$ cat src/rtl/rxstat_pkg.sv
package rxstat_pkg;
    localparam int unsigned NCNT   = 4;
    localparam int unsigned DATA_W = 32;

    // counter index order
    localparam int unsigned IX_ANY   = 0;
    localparam int unsigned IX_CRC   = 1;
    localparam int unsigned IX_ALIGN = 2;
    localparam int unsigned IX_UCAST = 3;

    localparam logic [11:0] A_CTRL = 12'h100;
    localparam logic [11:0] A_STAT = 12'h104;

    function automatic logic [11:0] cnt_addr(input int unsigned ix);
        case (ix)
            0:       return 12'h180;
            1:       return 12'h190;
            2:       return 12'h194;
            default: return 12'h1C4;
        endcase
    endfunction

    function automatic int unsigned stat_pos(input int unsigned ix);
        case (ix)
            0:       return 0;
            1:       return 5;
            2:       return 6;
            default: return 17;
        endcase
    endfunction
endpackage

$ cat src/rtl/rxstat_cnt.sv
module rxstat_cnt #(
    parameter int unsigned CNT_W = 32
) (
    input  logic             clk,
    input  logic             rst,
    input  logic             inc,
    input  logic             pin_top,
    input  logic             clr,
    output logic [CNT_W-1:0] count,
    output logic             flag
);
    localparam logic [CNT_W-1:0] HALF = {1'b1, {(CNT_W-1){1'b0}}};
    localparam logic [CNT_W-1:0] TOP  = {CNT_W{1'b1}};

    typedef struct packed {
        logic [CNT_W-1:0] val;
        logic             flg;
    } st_t;

    st_t s_d, s_q;
    logic at_top;
    logic hit;

    always_comb begin
        s_d    = s_q;
        at_top = (s_q.val == TOP);
        hit    = 1'b0;
        if (inc) begin
            if (at_top) begin
                if (pin_top) begin
                    s_d.val = TOP;
                    hit     = 1'b1;
                end else begin
                    s_d.val = '0;
                end
            end else begin
                s_d.val = s_q.val + 1'b1;
                hit     = (s_d.val == HALF) || (s_d.val == TOP);
            end
        end
        // a threshold hit outranks a clearing read
        s_d.flg = hit | (s_q.flg & ~clr);
    end

    always_ff @(posedge clk) begin
        if (rst) s_q <= '0;
        else     s_q <= s_d;
    end

    assign count = s_q.val;
    assign flag  = s_q.flg;
endmodule

$ cat src/rtl/rxstat_decode.sv
module rxstat_decode
    import rxstat_pkg::*;
#(
    parameter int unsigned ADDR_W = 12
) (
    input  logic              en,
    input  logic              we,
    input  logic [ADDR_W-1:0] addr,
    input  logic [3:0]        be,
    output logic [NCNT-1:0]   cnt_rd,
    output logic [NCNT-1:0]   cnt_clr,
    output logic              stat_rd,
    output logic              ctrl_rd,
    output logic              ctrl_wr
);
    logic rd, wr;

    always_comb begin
        rd      = en & ~we;
        wr      = en & we;
        stat_rd = rd & (addr == ADDR_W'(A_STAT));
        ctrl_rd = rd & (addr == ADDR_W'(A_CTRL));
        ctrl_wr = wr & (addr == ADDR_W'(A_CTRL)) & be[0];
        for (int unsigned i = 0; i < NCNT; i++) begin
            cnt_rd[i]  = rd & (addr == ADDR_W'(cnt_addr(i)));
            cnt_clr[i] = cnt_rd[i] & be[0];
        end
    end
endmodule

$ cat src/rtl/rxstat_irq_bank.sv
module rxstat_irq_bank
    import rxstat_pkg::*;
#(
    parameter int unsigned CNT_W  = 32,
    parameter int unsigned ADDR_W = 12
) (
    input  logic              clk,
    input  logic              rst,
    input  logic              ev_any,
    input  logic              ev_crc,
    input  logic              ev_align,
    input  logic              ev_ucast,
    input  logic              bus_en,
    input  logic              bus_we,
    input  logic [ADDR_W-1:0] bus_addr,
    input  logic [3:0]        bus_be,
    input  logic [31:0]       bus_wdata,
    output logic [31:0]       bus_rdata
);
    typedef struct packed {
        logic [DATA_W-1:0] rdata;
        logic              pin;
    } top_t;

    top_t t_d, t_q;

    logic [NCNT-1:0]            ev_vec;
    logic [NCNT-1:0]            cnt_rd, cnt_clr, flags;
    logic [NCNT-1:0][CNT_W-1:0] cnt_vec;
    logic                       stat_rd, ctrl_rd, ctrl_wr;
    logic [DATA_W-1:0]          stat_word;

    assign ev_vec[IX_ANY]   = ev_any;
    assign ev_vec[IX_CRC]   = ev_crc;
    assign ev_vec[IX_ALIGN] = ev_align;
    assign ev_vec[IX_UCAST] = ev_ucast;

    rxstat_decode #(.ADDR_W(ADDR_W)) u_dec (
        .en      (bus_en),
        .we      (bus_we),
        .addr    (bus_addr),
        .be      (bus_be),
        .cnt_rd  (cnt_rd),
        .cnt_clr (cnt_clr),
        .stat_rd (stat_rd),
        .ctrl_rd (ctrl_rd),
        .ctrl_wr (ctrl_wr)
    );

    for (genvar g = 0; g < NCNT; g++) begin : g_cnt
        rxstat_cnt #(.CNT_W(CNT_W)) u_cnt (
            .clk     (clk),
            .rst     (rst),
            .inc     (ev_vec[g]),
            .pin_top (t_q.pin),
            .clr     (cnt_clr[g]),
            .count   (cnt_vec[g]),
            .flag    (flags[g])
        );
    end

    always_comb begin
        stat_word = '0;
        for (int unsigned i = 0; i < NCNT; i++)
            stat_word[stat_pos(i)] = flags[i];
    end

    always_comb begin
        t_d       = t_q;
        t_d.rdata = '0;
        if (stat_rd) t_d.rdata = stat_word;
        if (ctrl_rd) t_d.rdata[0] = t_q.pin;
        for (int unsigned i = 0; i < NCNT; i++)
            if (cnt_rd[i]) t_d.rdata[CNT_W-1:0] = cnt_vec[i];
        if (ctrl_wr) t_d.pin = bus_wdata[0];
    end

    always_ff @(posedge clk) begin
        if (rst) t_q <= '0;
        else     t_q <= t_d;
    end

    assign bus_rdata = t_q.rdata;
endmodule

$ cat config.mk
export PLATFORM = sky130hd
export DESIGN_NAME = rxstat_irq_bank
export DESIGN_NICKNAME = d
export VERILOG_FILES = /design/src/rtl/rxstat_pkg.sv /design/src/rtl/rxstat_cnt.sv /design/src/rtl/rxstat_decode.sv /design/src/rtl/rxstat_irq_bank.sv
export SDC_FILE = /design/constraint.sdc
export NUM_CORES = 1
export LEC_CHECK = 0
export BUFFER_PORTS_ARGS = -buffer_cell sky130_fd_sc_hd__buf_2
export CORE_ASPECT_RATIO = 2
export CORE_UTILIZATION = 40
export CTS_BUF_LIST = sky130_fd_sc_hd__clkbuf_8
export DETAILED_ROUTE_END_ITERATION = 6
export PLACE_DENSITY = 0.62
export SYNTH_ARGS = -nofsm -noshare
export SYNTH_HDL_FRONTEND = slang
export SYNTH_SLANG_ARGS = --single-unit
$ cat constraint.sdc
create_clock -name clk -period 3.86 [get_ports clk]
set_input_delay 0.772 -clock clk [delete_from_list [all_inputs] [get_ports clk]]
set_output_delay 0.772 -clock clk [all_outputs]
set_load 0.02 [all_outputs]
== After elaboration in Yosys (flattened, before gate mapping) ==
Index checks and enable logic that the tools add are counted.
W data, S select, Z words.
Storage, ports and cells
  input bits: 56
  word-level logic and storage cells: 83
  bits in registers: 165
  output and inout bits: 32
Operators by class
  reductions and logical operators: 4
  add/sub/neg operators: 4
  muxes and demuxes: 20
  bitwise operators: 27
  equality and inequality tests: 18
Operators by type and width (number)
  $eq A32 B32 Y1 const B: 12
  $mux W32: 9
  $add A32 B1 Y32 const B: 4
  $eq A12 B9 Y1 const B: 6
  $and A1 B1 Y1: 18
  $mux W18: 1
  $mux W1: 10
  $not A1 Y1: 5
  $logic_or A1 B1 Y1: 4
  $or A1 B1 Y1: 4

== Longest topological paths before layout ==
Gate-level depths: netlist of the first run.
  depth in word-level cells: 9
  depth in mapped cells: 11
  mapped depth without buffers: 10

== Cells and area by module ==
A second synthesis of the first run with hierarchy kept.
Second synthesis, totals
  cell total of the unflattened synthesis: 1946
  area total of the unflattened synthesis: 14301.2 sq um
By module, submodules not included
  rxstat_cnt: instances 4, cells each 406, seq. area each 660.6 sq um, area an instance 2951.6 sq um
  rxstat_irq_bank: instances 1, cells each 295, seq. area each 660.6 sq um, area an instance 2302.2 sq um
  rxstat_decode: instances 1, cells each 27, seq. area each 0.0 sq um, area an instance 192.7 sq um

== Worst setup path after synthesis of the first run ==
OpenSTA, ideal clock, no wires.
  kind: register -> register
  start: register g_cnt[0].u_cnt.s_q, in the netlist g_cnt[0].u_cnt.count[1]
  end: register g_cnt[0].u_cnt.s_q, in the netlist g_cnt[0].u_cnt.flag
  buffers on the path: 1
  arrival time: 2.644 ns
  path slack: 1.157 ns
  clock period less this slack: 2.703 ns
  library setup time: 0.058 ns
  cell stages (with the launch flop): 11
  data required time: 3.802 ns
  path through: dfxtp_1 > ha_1 > and3_1 > buf_2 > nand2_1 > or3_1 > xor2_1 > or4_1 > nor4_1 > o21ai_1 > nand2_1
Between the ends
  longest elaborated chain between the ends: 6
  elaborated cells on any way between the ends: 8
  classes of those cells: 1 x add/sub; 3 x eq/ne; 2 x mux; 1 x bitwise; 1 x reduce/logical
RTL lines
  start, declared: line rxstat_cnt.sv:20  | st_t s_d, s_q;
  start signal, assigned: line rxstat_cnt.sv:46  | if (rst) s_q <= '0;
  start signal, assigned: line rxstat_cnt.sv:47  | else s_q <= s_d;
  $add A32 B1 Y32: line rxstat_cnt.sv:37  | s_d.val = s_q.val + 1'b1;
  $eq A32 B32 Y1: line rxstat_cnt.sv:38  | hit = (s_d.val == HALF) || (s_d.val == TOP);
  $logic_or A1 B1 Y1: line rxstat_cnt.sv:38
  $mux W1 (*): line rxstat_cnt.sv:29  | if (at_top) begin
  $mux W1 (*): line rxstat_cnt.sv:28  | if (inc) begin
  $or A1 B1 Y1 (*): line rxstat_cnt.sv:42  | s_d.flg = hit | (s_q.flg & ~clr);
Every way passes the cells marked *; elsewhere a longest branch is shown, timed or not.
A chain may end at the register's enable or synchronous reset.

== Worst setup path in the final report of the first run ==
  start: register g_cnt[1].u_cnt.s_q, in the netlist g_cnt[1].u_cnt.count[0]
  end: register g_cnt[1].u_cnt.s_q, in the netlist g_cnt[1].u_cnt.flag
Between the ends
  longest elaborated chain between the ends: 6
  elaborated cells on any way between the ends: 8
  classes of those cells: 1 x add/sub; 3 x eq/ne; 2 x mux; 1 x bitwise; 1 x reduce/logical
RTL lines (line)
  start, declared: rxstat_cnt.sv:20
  start signal, assigned: rxstat_cnt.sv:46
  start signal, assigned: rxstat_cnt.sv:47
  $add A32 B1 Y32: rxstat_cnt.sv:37
  $eq A32 B32 Y1: rxstat_cnt.sv:38
  $logic_or A1 B1 Y1: rxstat_cnt.sv:38
  $mux W1 (*): rxstat_cnt.sv:29
  $mux W1 (*): rxstat_cnt.sv:28
  $or A1 B1 Y1 (*): rxstat_cnt.sv:42
Marks and branches as above.

==> results of run 1 <==
Yosys cell counts (4+ instances only):
library cell | n | share of area
a211oi_1 | 20 | 0.013
a41oi_1 | 5 | 0.0038
inv_1 | 16 | 0.0052
and2_1 | 18 | 0.0097
clkbuf_1 | 117 | 0.038
and3_1 | 36 | 0.019
buf_4 | 12 | 0.0077
a22oi_1 | 66 | 0.043
o31a_1 | 4 | 0.0030
a21oi_1 | 130 | 0.056
nor3_1 | 69 | 0.030
a31oi_1 | 20 | 0.011
o31ai_1 | 7 | 0.0045
or3_1 | 7 | 0.0038
and4_1 | 18 | 0.014
ha_1 | 12 | 0.013
nand4b_1 | 10 | 0.0075
nand2_1 | 160 | 0.052
o211ai_1 | 7 | 0.0045
nand4_1 | 51 | 0.027
nor3b_1 | 6 | 0.0039
a311oi_1 | 21 | 0.016
nand2b_1 | 19 | 0.010
xnor2_1 | 67 | 0.050
o21ai_0 | 85 | 0.037
nor4_1 | 44 | 0.024
nor4b_1 | 5 | 0.0038
or4_1 | 12 | 0.0077
nand3_1 | 101 | 0.043
buf_2 | 32 | 0.014
nor2_1 | 128 | 0.041
nor2b_1 | 11 | 0.0059
xor2_1 | 30 | 0.023
or2_2 | 5 | 0.0027
mux2i_1 | 5 | 0.0043
dfxtp_1 | 165 | 0.28
worst max-delay path, cell delays in order, from the launching register on:
cell and delay (ns):
dfxtp_1 0.35, ha_1 0.39, nand3_1 0.27, nor3_4 0.44, and2_0 0.42, xor2_1 0.12
or4_1 0.54, or4_1 0.48, a31oi_1 0.14
per-layer routing:
layer  share of wire  track usage  vias to the layer above
met5         0.00030            0                        -
met4           0.076        0.223                        2
met3           0.052       0.0486                      199
met2            0.52        0.533                      562
met1            0.35        0.300                     5838
li1                -            -                     5775
layout make-up:
class | count | area, sq um | area share
multi-input cells | 1245 | 7550 | 0.606
well taps | 360 | 450 | 0.0361
clock inverters | 14 | 141 | 0.0113
inverters | 18 | 67.6 | 0.00542
diodes | 1 | 2.50 | 0.000201
clock buffers | 18 | 248 | 0.0199
repair buffers | 111 | 703 | 0.0564
flip-flops and latches | 165 | 3300 | 0.265
flip-flops by register name, indices dropped and copies added (netlist names):
signal             count
g_cnt.u_cnt.flag       4
bus_rdata             32
t_q                    1
g_cnt.u_cnt.count    128
power groups by stage:
| stage | logic (uW) | registers, uW | clock network, uW |
|---|---|---|---|
| after floorplan | 135 | 1780 | 0 |
| after global placement | 199 | 1790 | 0 |
| after detailed placement | 202 | 1790 | 0 |
| after CTS | 203 | 1750 | 1330 |
| after global routing | 224 | 1750 | 1400 |
| final | 207 | 1750 | 1310 |
logic make-up (layout without fill, tap and decap cells):
kind of cell | count (synthesis) | in the layout | synth area share
adder cells (fa/ha/maj) | 12 | 12 | 0.0129
XOR/XNOR | 97 | 97 | 0.0730
multiplexers | 6 | 6 | 0.00527
flip-flops | 165 | 165 | 0.284
AND/OR/NAND/NOR | 729 | 729 | 0.336
buffers and inverters | 187 | 161 | 0.0701
AO/OA/AOI/OAI | 401 | 401 | 0.219
other | 0 | 1 | 0
worst max-delay path by stage:
stage               depth (start not counted)                        endpoint  slack (ns)
finish                                      8  g_cnt[1].u_cnt.flag$_SDFF_PP0_        0.62
CTS                                         9  g_cnt[0].u_cnt.flag$_SDFF_PP0_        0.65
global placement                            9  g_cnt[0].u_cnt.flag$_SDFF_PP0_        0.71
floorplan                                  10  g_cnt[0].u_cnt.flag$_SDFF_PP0_        1.16
global route                                8  g_cnt[1].u_cnt.flag$_SDFF_PP0_        0.40
detailed placement                          9  g_cnt[0].u_cnt.flag$_SDFF_PP0_        0.69
stage by stage:
step           setup slack, ns  cells  utilization  hold WS (ns)  instance area (sq um)
2_1_floorplan             1.16   1597            -         0.476                  11600
3_3_place_gp             0.707   1899        0.420         0.515                  12100
3_5_place_dp             0.688   1899        0.420         0.520                  12100
4_1_cts                  0.653   1931        0.434         0.480                  12500
5_1_grt                  0.399   1932        0.434         0.498                  12500
6_report                 0.624   1932        0.434         0.500                  12500
==> out/summary.log, run 1 <==
qor: placed_design.post-dp-hpwl 32000 um
qor: yosys.synth-seq-area-share 0.284
qor: worst_hold_path.min_delay_worst_endpoint t_q[0]$_SDFFE_PP0P_
qor: worst_setup_path.setup.worst_path.end_class register
qor: floorplanning.core_area 28700 sq um
qor: yosys.yosys_warnings 0
qor: yosys.synth.ff_latch_count 165
qor: worst_setup_path.rrSetupSlack 0.62 ns
qor: worst_setup_path.arrival_time_of_data_at_the_critical_path_endpoint 3.69 ns
qor: clock_tree.number_of_buffers_created_by_cts 17
qor: sta.max_slew_margin 0.334
qor: worst_hold_path.worst_hold_path_type in2reg
qor: clock_tree.tritoncts_clock_tree done
qor: clock_tree.ctsResizeCount 0
qor: yosys.synth_cell_types 79
qor: worst_setup_path.start_kind register
qor: worst_setup_path.crit-reg2reg-capture g_cnt[1].u_cnt.flag$_SDFF_PP0_
qor: placed_design.globalplace.congestion 0.964
qor: yosys.avgSynthCellArea 7.29 sq um
qor: sta.post-route-min-period 3.24 ns
qor: status.run_status complete, no violations
qor: clock_tree.postCtsSetupRepairBufs 0
qor: power.clock_power_share 0.402
qor: route.drc 0
qor: clock_tree.cts_root_cell clkbuf_8
qor: worst_setup_path.crit_path_start g_cnt[1].u_cnt.count[0]$_SDFFE_PP0P_
qor: worst_setup_path.path_max_fanout 11
qor: route.routed_wirelength 43400 um
qor: worst_setup_path.worst-r2r-cell-count 8
qor: worst_hold_path.hold_depth 3
qor: sta.hold_violations_final 0
qor: floorplanning.die_area 29800 sq um
qor: yosys.synth-edff-count 0
qor: sta.setup_viol 0
qor: layout.layout.cells.most_common dfxtp_1
qor: global_routing.first_global_vias 11744
qor: power.sw_frac_of_total 0.289
qor: sta.finalSetupTns 0 ns
qor: sta.achievable-frequency 0.309 GHz
qor: layout.number_of_nets_in_the_layout 1626
qor: route.firstDrtPassIters 6
qor: route.num_vias 12376
qor: global_routing.grt_pass1_wl 66700 um
qor: layout.fillCellCount 3009
qor: placed_design.port_buffers 53
qor: global_routing.grt_overflow_total 0
qor: sta.rsz0062_at_grt false
qor: worst_setup_path.required_time_of_the_critical_path 4.31 ns
qor: yosys.yosys_most_used_dff dfxtp_1
qor: global_routing.antenna_found_initial 2
qor: power.sequential_cell_fraction_of_total_power 0.535
qor: global_routing.grt_start_max_net_pins 71
qor: sta.final_max_slew_viol_count 0
qor: power.power_share_of_the_combinational_group 0.063
qor: layout.layout_common_cells 165 x dfxtp_1, 160 x nand2_1, 130 x a21oi_1, 127 x nor2_1, 101 x nand3_1
qor: route.post_drt_via_cell_ratio 6.41
qor: global_routing.grt_usage 0.298
qor: layout.final_layout_size_suffix_gt1_frac 0.112
qor: floorplanning.fp-row-count 88
qor: power.fin_total_pwr 3270 uW
qor: yosys.synth_cells 1597
qor: power.power_report.internal_total 2320 uW
qor: power.p_leak 0.00413 uW
qor: clock_tree.cts_hold_repair.buffers 0
qor: sta.clock_skew_after_layout 0.0147 ns
qor: layout.area_growth 7.11%
qor: floorplanning.die_span_in_y 243 um
qor: floorplanning.floorplan.io_pins 88
qor: worst_setup_path.reg2reg_from g_cnt[1].u_cnt.count[0]$_SDFFE_PP0P_
qor: yosys.synth_async_sr_flop_share 0
qor: run.max-cap-violations 0
qor: floorplanning.initial_core_util 0.405
qor: floorplanning.floorplan.die.width 123 um
qor: power.powerDensity 262 nW/um^2
qor: sta.worst-slew-pin-transition 0.999 ns
qor: route.route.antenna.remaining_nets 0
qor: clock_tree.clock_insertion_delay_worst_skew 0.52 ns
qor: yosys.synth_fp_nets 1665
qor: route.drt_iter0_markers 1107
qor: route.route.detailed.wl_per_inst 22.5 um
qor: clock_tree.cts.sinks 165
qor: power.netSwitchingPower 947 uW
qor: clock_tree.path_clk_slew 0.10 ns
qor: clock_tree.max-clock-path-buffers 2
qor: yosys.mapped_cell_area 11600 sq um
qor: sta.share_of_the_cycle_needed_by_the_critical_path_after_routing 0.838
qor: clock_tree.htreeDepth 4
qor: worst_setup_path.ws_path_type reg2reg
qor: worst_hold_path.hold_path.startpoint bus_wdata[0]
qor: power.power.ir.vdd_worst 0.241 mV
Note: power is estimated with default switching activity, not from simulation.
==> run 2: changes to the inputs <==
Settings changed: PLACE_DENSITY 0.62 to 0.64.
Clock period 3.86 ns to 2.6 ns, I/O delays scaled along.
==> run 2 against run 1 <==
  * Total power up 54%
  * Sequential power is 47% higher
  * Sequential share of layout area down 4.5 points
  * Maximum frequency is 26% higher
  * Flip-flop and latch count unchanged
  * Combinational power increased by 98%
  * Via count rose by 11%
  * Critical path depth increased by 3
  * Count of clock-buffer cells in the layout stayed put
  * Register-to-register slack got worse by 0.58 ns
  * Final area rose by 23%
==> out/summary.log, run 2 (same netlist as run 1, synthesis figures left out) <==
qor: status.run_status complete, no violations
qor: route.drt_iter0_markers 1187
qor: layout.utilization 0.534
qor: floorplanning.die_span_in_y 243 um
qor: sta.setup_ws 0.0417 ns
qor: placed_design.post-dp-hpwl 37400 um
qor: layout.largest_register_ff_count 128
qor: placed_design.pre_cts_ws -0.214 ns
qor: sta.hold_violations_final 0
qor: sta.finalSetupTns 0 ns
qor: route.drc 0
qor: floorplanning.floorplan.io_pins 88
qor: global_routing.grt_use_met1 0.331
qor: clock_tree.cts.sinks 165
qor: global_routing.gr-usage-met3 0.0550
qor: layout.number_of_nets_in_the_layout 1912
qor: layout.multi_input_area 8060 sq um
qor: global_routing.grt_overflow_total 0
qor: floorplanning.core_area 28700 sq um
qor: power.powerDensity 329 nW/um^2
qor: layout.post_layout_nonfiller_instances 2222
qor: layout.finish.instance_area 15300 sq um
qor: layout.layout_common_cells 332 x buf_4, 156 x nand2_1, 131 x dfxtp_1, 129 x a21oi_1, 124 x nor2_1
qor: clock_tree.number_of_buffers_created_by_cts 17
qor: worst_setup_path.path_buf_inv 4
qor: run.max-cap-violations 0
qor: layout.fillCellCount 2797
qor: layout.area_growth 31.8%
qor: worst_setup_path.critical_path_cell_sequence buf_8, nand4_1, buf_4, nor2_2, buf_4, o31a_1, nor4b_4, buf_4, nand4_1, o41a_1, o31ai_1
qor: worst_setup_path.crit_path_start g_cnt[2].u_cnt.count[0]$_SDFFE_PP0P_
qor: worst_hold_path.hold_path.startpoint bus_wdata[0]
qor: route.route.detailed.wl_per_inst 22.5 um
qor: sta.post-route-min-period 2.56 ns
qor: global_routing.globalRouteMet2Util 0.605
qor: route.post_drt_via_cell_ratio 6.18
qor: route.num_vias 13734
qor: worst_setup_path.cp_slowest_stage_delay 0.43 ns
qor: global_routing.first_global_vias 13268
qor: route.routed_wirelength 50000 um
qor: floorplanning.die_area 29800 sq um
qor: worst_setup_path.required_time_of_the_critical_path 3.05 ns
qor: worst_setup_path.rrSetupSlack 0.04 ns
qor: floorplanning.floorplan.die.width 123 um
qor: global_routing.grt_usage 0.340
qor: sta.achievable-frequency 0.391 GHz
qor: placed_design.port_buffers 53
qor: sta.setup_viol 0
qor: worst_setup_path.reg2reg_from g_cnt[2].u_cnt.count[0]$_SDFFE_PP0P_
qor: clock_tree.clock_insertion_delay_worst_skew 0.53 ns
qor: clock_tree.htreeDepth 4
qor: clock_tree.cts_root_cell clkbuf_8
qor: global_routing.grt_start_max_net_pins 113
qor: clock_tree.tritoncts_clock_tree done
qor: worst_setup_path.start_kind register
qor: clock_tree.cts_hold_repair.buffers 0
qor: worst_setup_path.arrival_time_of_data_at_the_critical_path_endpoint 3.01 ns
qor: worst_setup_path.ws_path_type reg2reg
qor: layout.final_layout_size_suffix_gt1_frac 0.306
qor: placed_design.globalplace.congestion 0.990
qor: sta.share_of_the_cycle_needed_by_the_critical_path_after_routing 0.984
qor: route.route.antenna.remaining_nets 0
qor: floorplanning.initial_core_util 0.405
qor: worst_setup_path.setup.worst_path.end_class register
qor: placed_design.place_area 14200 sq um
qor: worst_setup_path.top_delay_family_on_crit_path compound AO/OA/AOI/OAI gates
qor: sta.clock_skew_after_layout 0.0176 ns
qor: sta.final_max_slew_viol_count 0
qor: clock_tree.max-clock-path-buffers 2
qor: worst_hold_path.worst_hold_path_type in2reg
qor: layout.seq_area 3370 sq um
qor: clock_tree.path_clk_slew 0.10 ns
qor: worst_setup_path.cpMaxStageDelayCell o41a_1
qor: global_routing.antenna_found_initial 4
qor: sta.max_slew_margin 0.543
qor: global_routing.grt-busiest-layer met2
qor: placed_design.post-place-cells 2165
qor: sta.worst-slew-pin-transition 0.685 ns
qor: power.p_leak 0.00581 uW
qor: floorplanning.fp-row-count 88
qor: global_routing.grt_pass1_wl 74800 um
qor: worst_setup_path.timing.critical_path.mode_cell buf_4
qor: power.power.ir.vdd_worst 0.360 mV
qor: layout.layout.cells.most_common buf_4
qor: route.firstDrtPassIters 6
qor: worst_setup_path.path_max_fanout 9
qor: sta.rsz0062_at_grt true
run 2: per-stage QoR:
step | hold WS, ns | power [uW]
after floorplan | 0.476 | 2840
after global placement | 0.513 | 3010
after detailed placement | 0.537 | 3020
after CTS | 0.216 | 5060
after global routing | 0.243 | 5180
final | 0.224 | 5040
run 2: per-layer routing:
metal / wire length (um) / part of all wire / vias to the layer above
met4: 4780 / 0.096 / 2
met3: 2540 / 0.051 / 269
met1: 16800 / 0.34 / 6527
li1: - / - / 6340
met2: 25900 / 0.52 / 596
met5: 17 / 0.00034 / -
run 2: worst reg2reg max path, cell delays in order, from the launching register on:
cell and delay, ns:
dfxtp_4 0.37, buf_8 0.15, nand4_1 0.14, buf_4 0.15, nor2_2 0.04, buf_4 0.12
o31a_1 0.31, nor4b_4 0.31, buf_4 0.15, nand4_1 0.08, o41a_1 0.43, o31ai_1 0.23
run 2: repair_timing:
| action | 4_1_cts | 5_1_grt |
|---|---|---|
| endpoints found under the setup margin | 36 | 48 |
| setup buffers | 2 | 20 |
| hold endpoints to repair | 0 | 0 |
| pin swaps | 6 | 51 |
| gates resized for setup | 40 | 110 |
run 2: path summary, 6_finish.rpt:
path / end / depth (start not counted)
min reg2reg: g_cnt[3].u_cnt.count[9]$_SDFFE_PP0P_ / 2
min: t_q[0]$_SDFFE_PP0P_ / 3
max: g_cnt[2].u_cnt.flag$_SDFF_PP0_ / 11
max reg2reg: g_cnt[2].u_cnt.flag$_SDFF_PP0_ / 11
run 2: layout make-up:
type / instances / area share
Antenna cell: 5 / 0.000816
Clock buffer: 18 / 0.0162
Clock inverter: 14 / 0.0109
Inverter: 18 / 0.00441
Multi-Input combinational cell: 1245 / 0.525
Sequential cell: 165 / 0.220
Tap cell: 360 / 0.0294
Timing Repair Buffer: 397 / 0.193
run 2: power breakdown:
part           internal [uW]  switching (uW)  leakage, uW
Sequential              2550            31.7      0.00135
Clock                    905            1150     0.000201
Combinational            153             256      0.00426
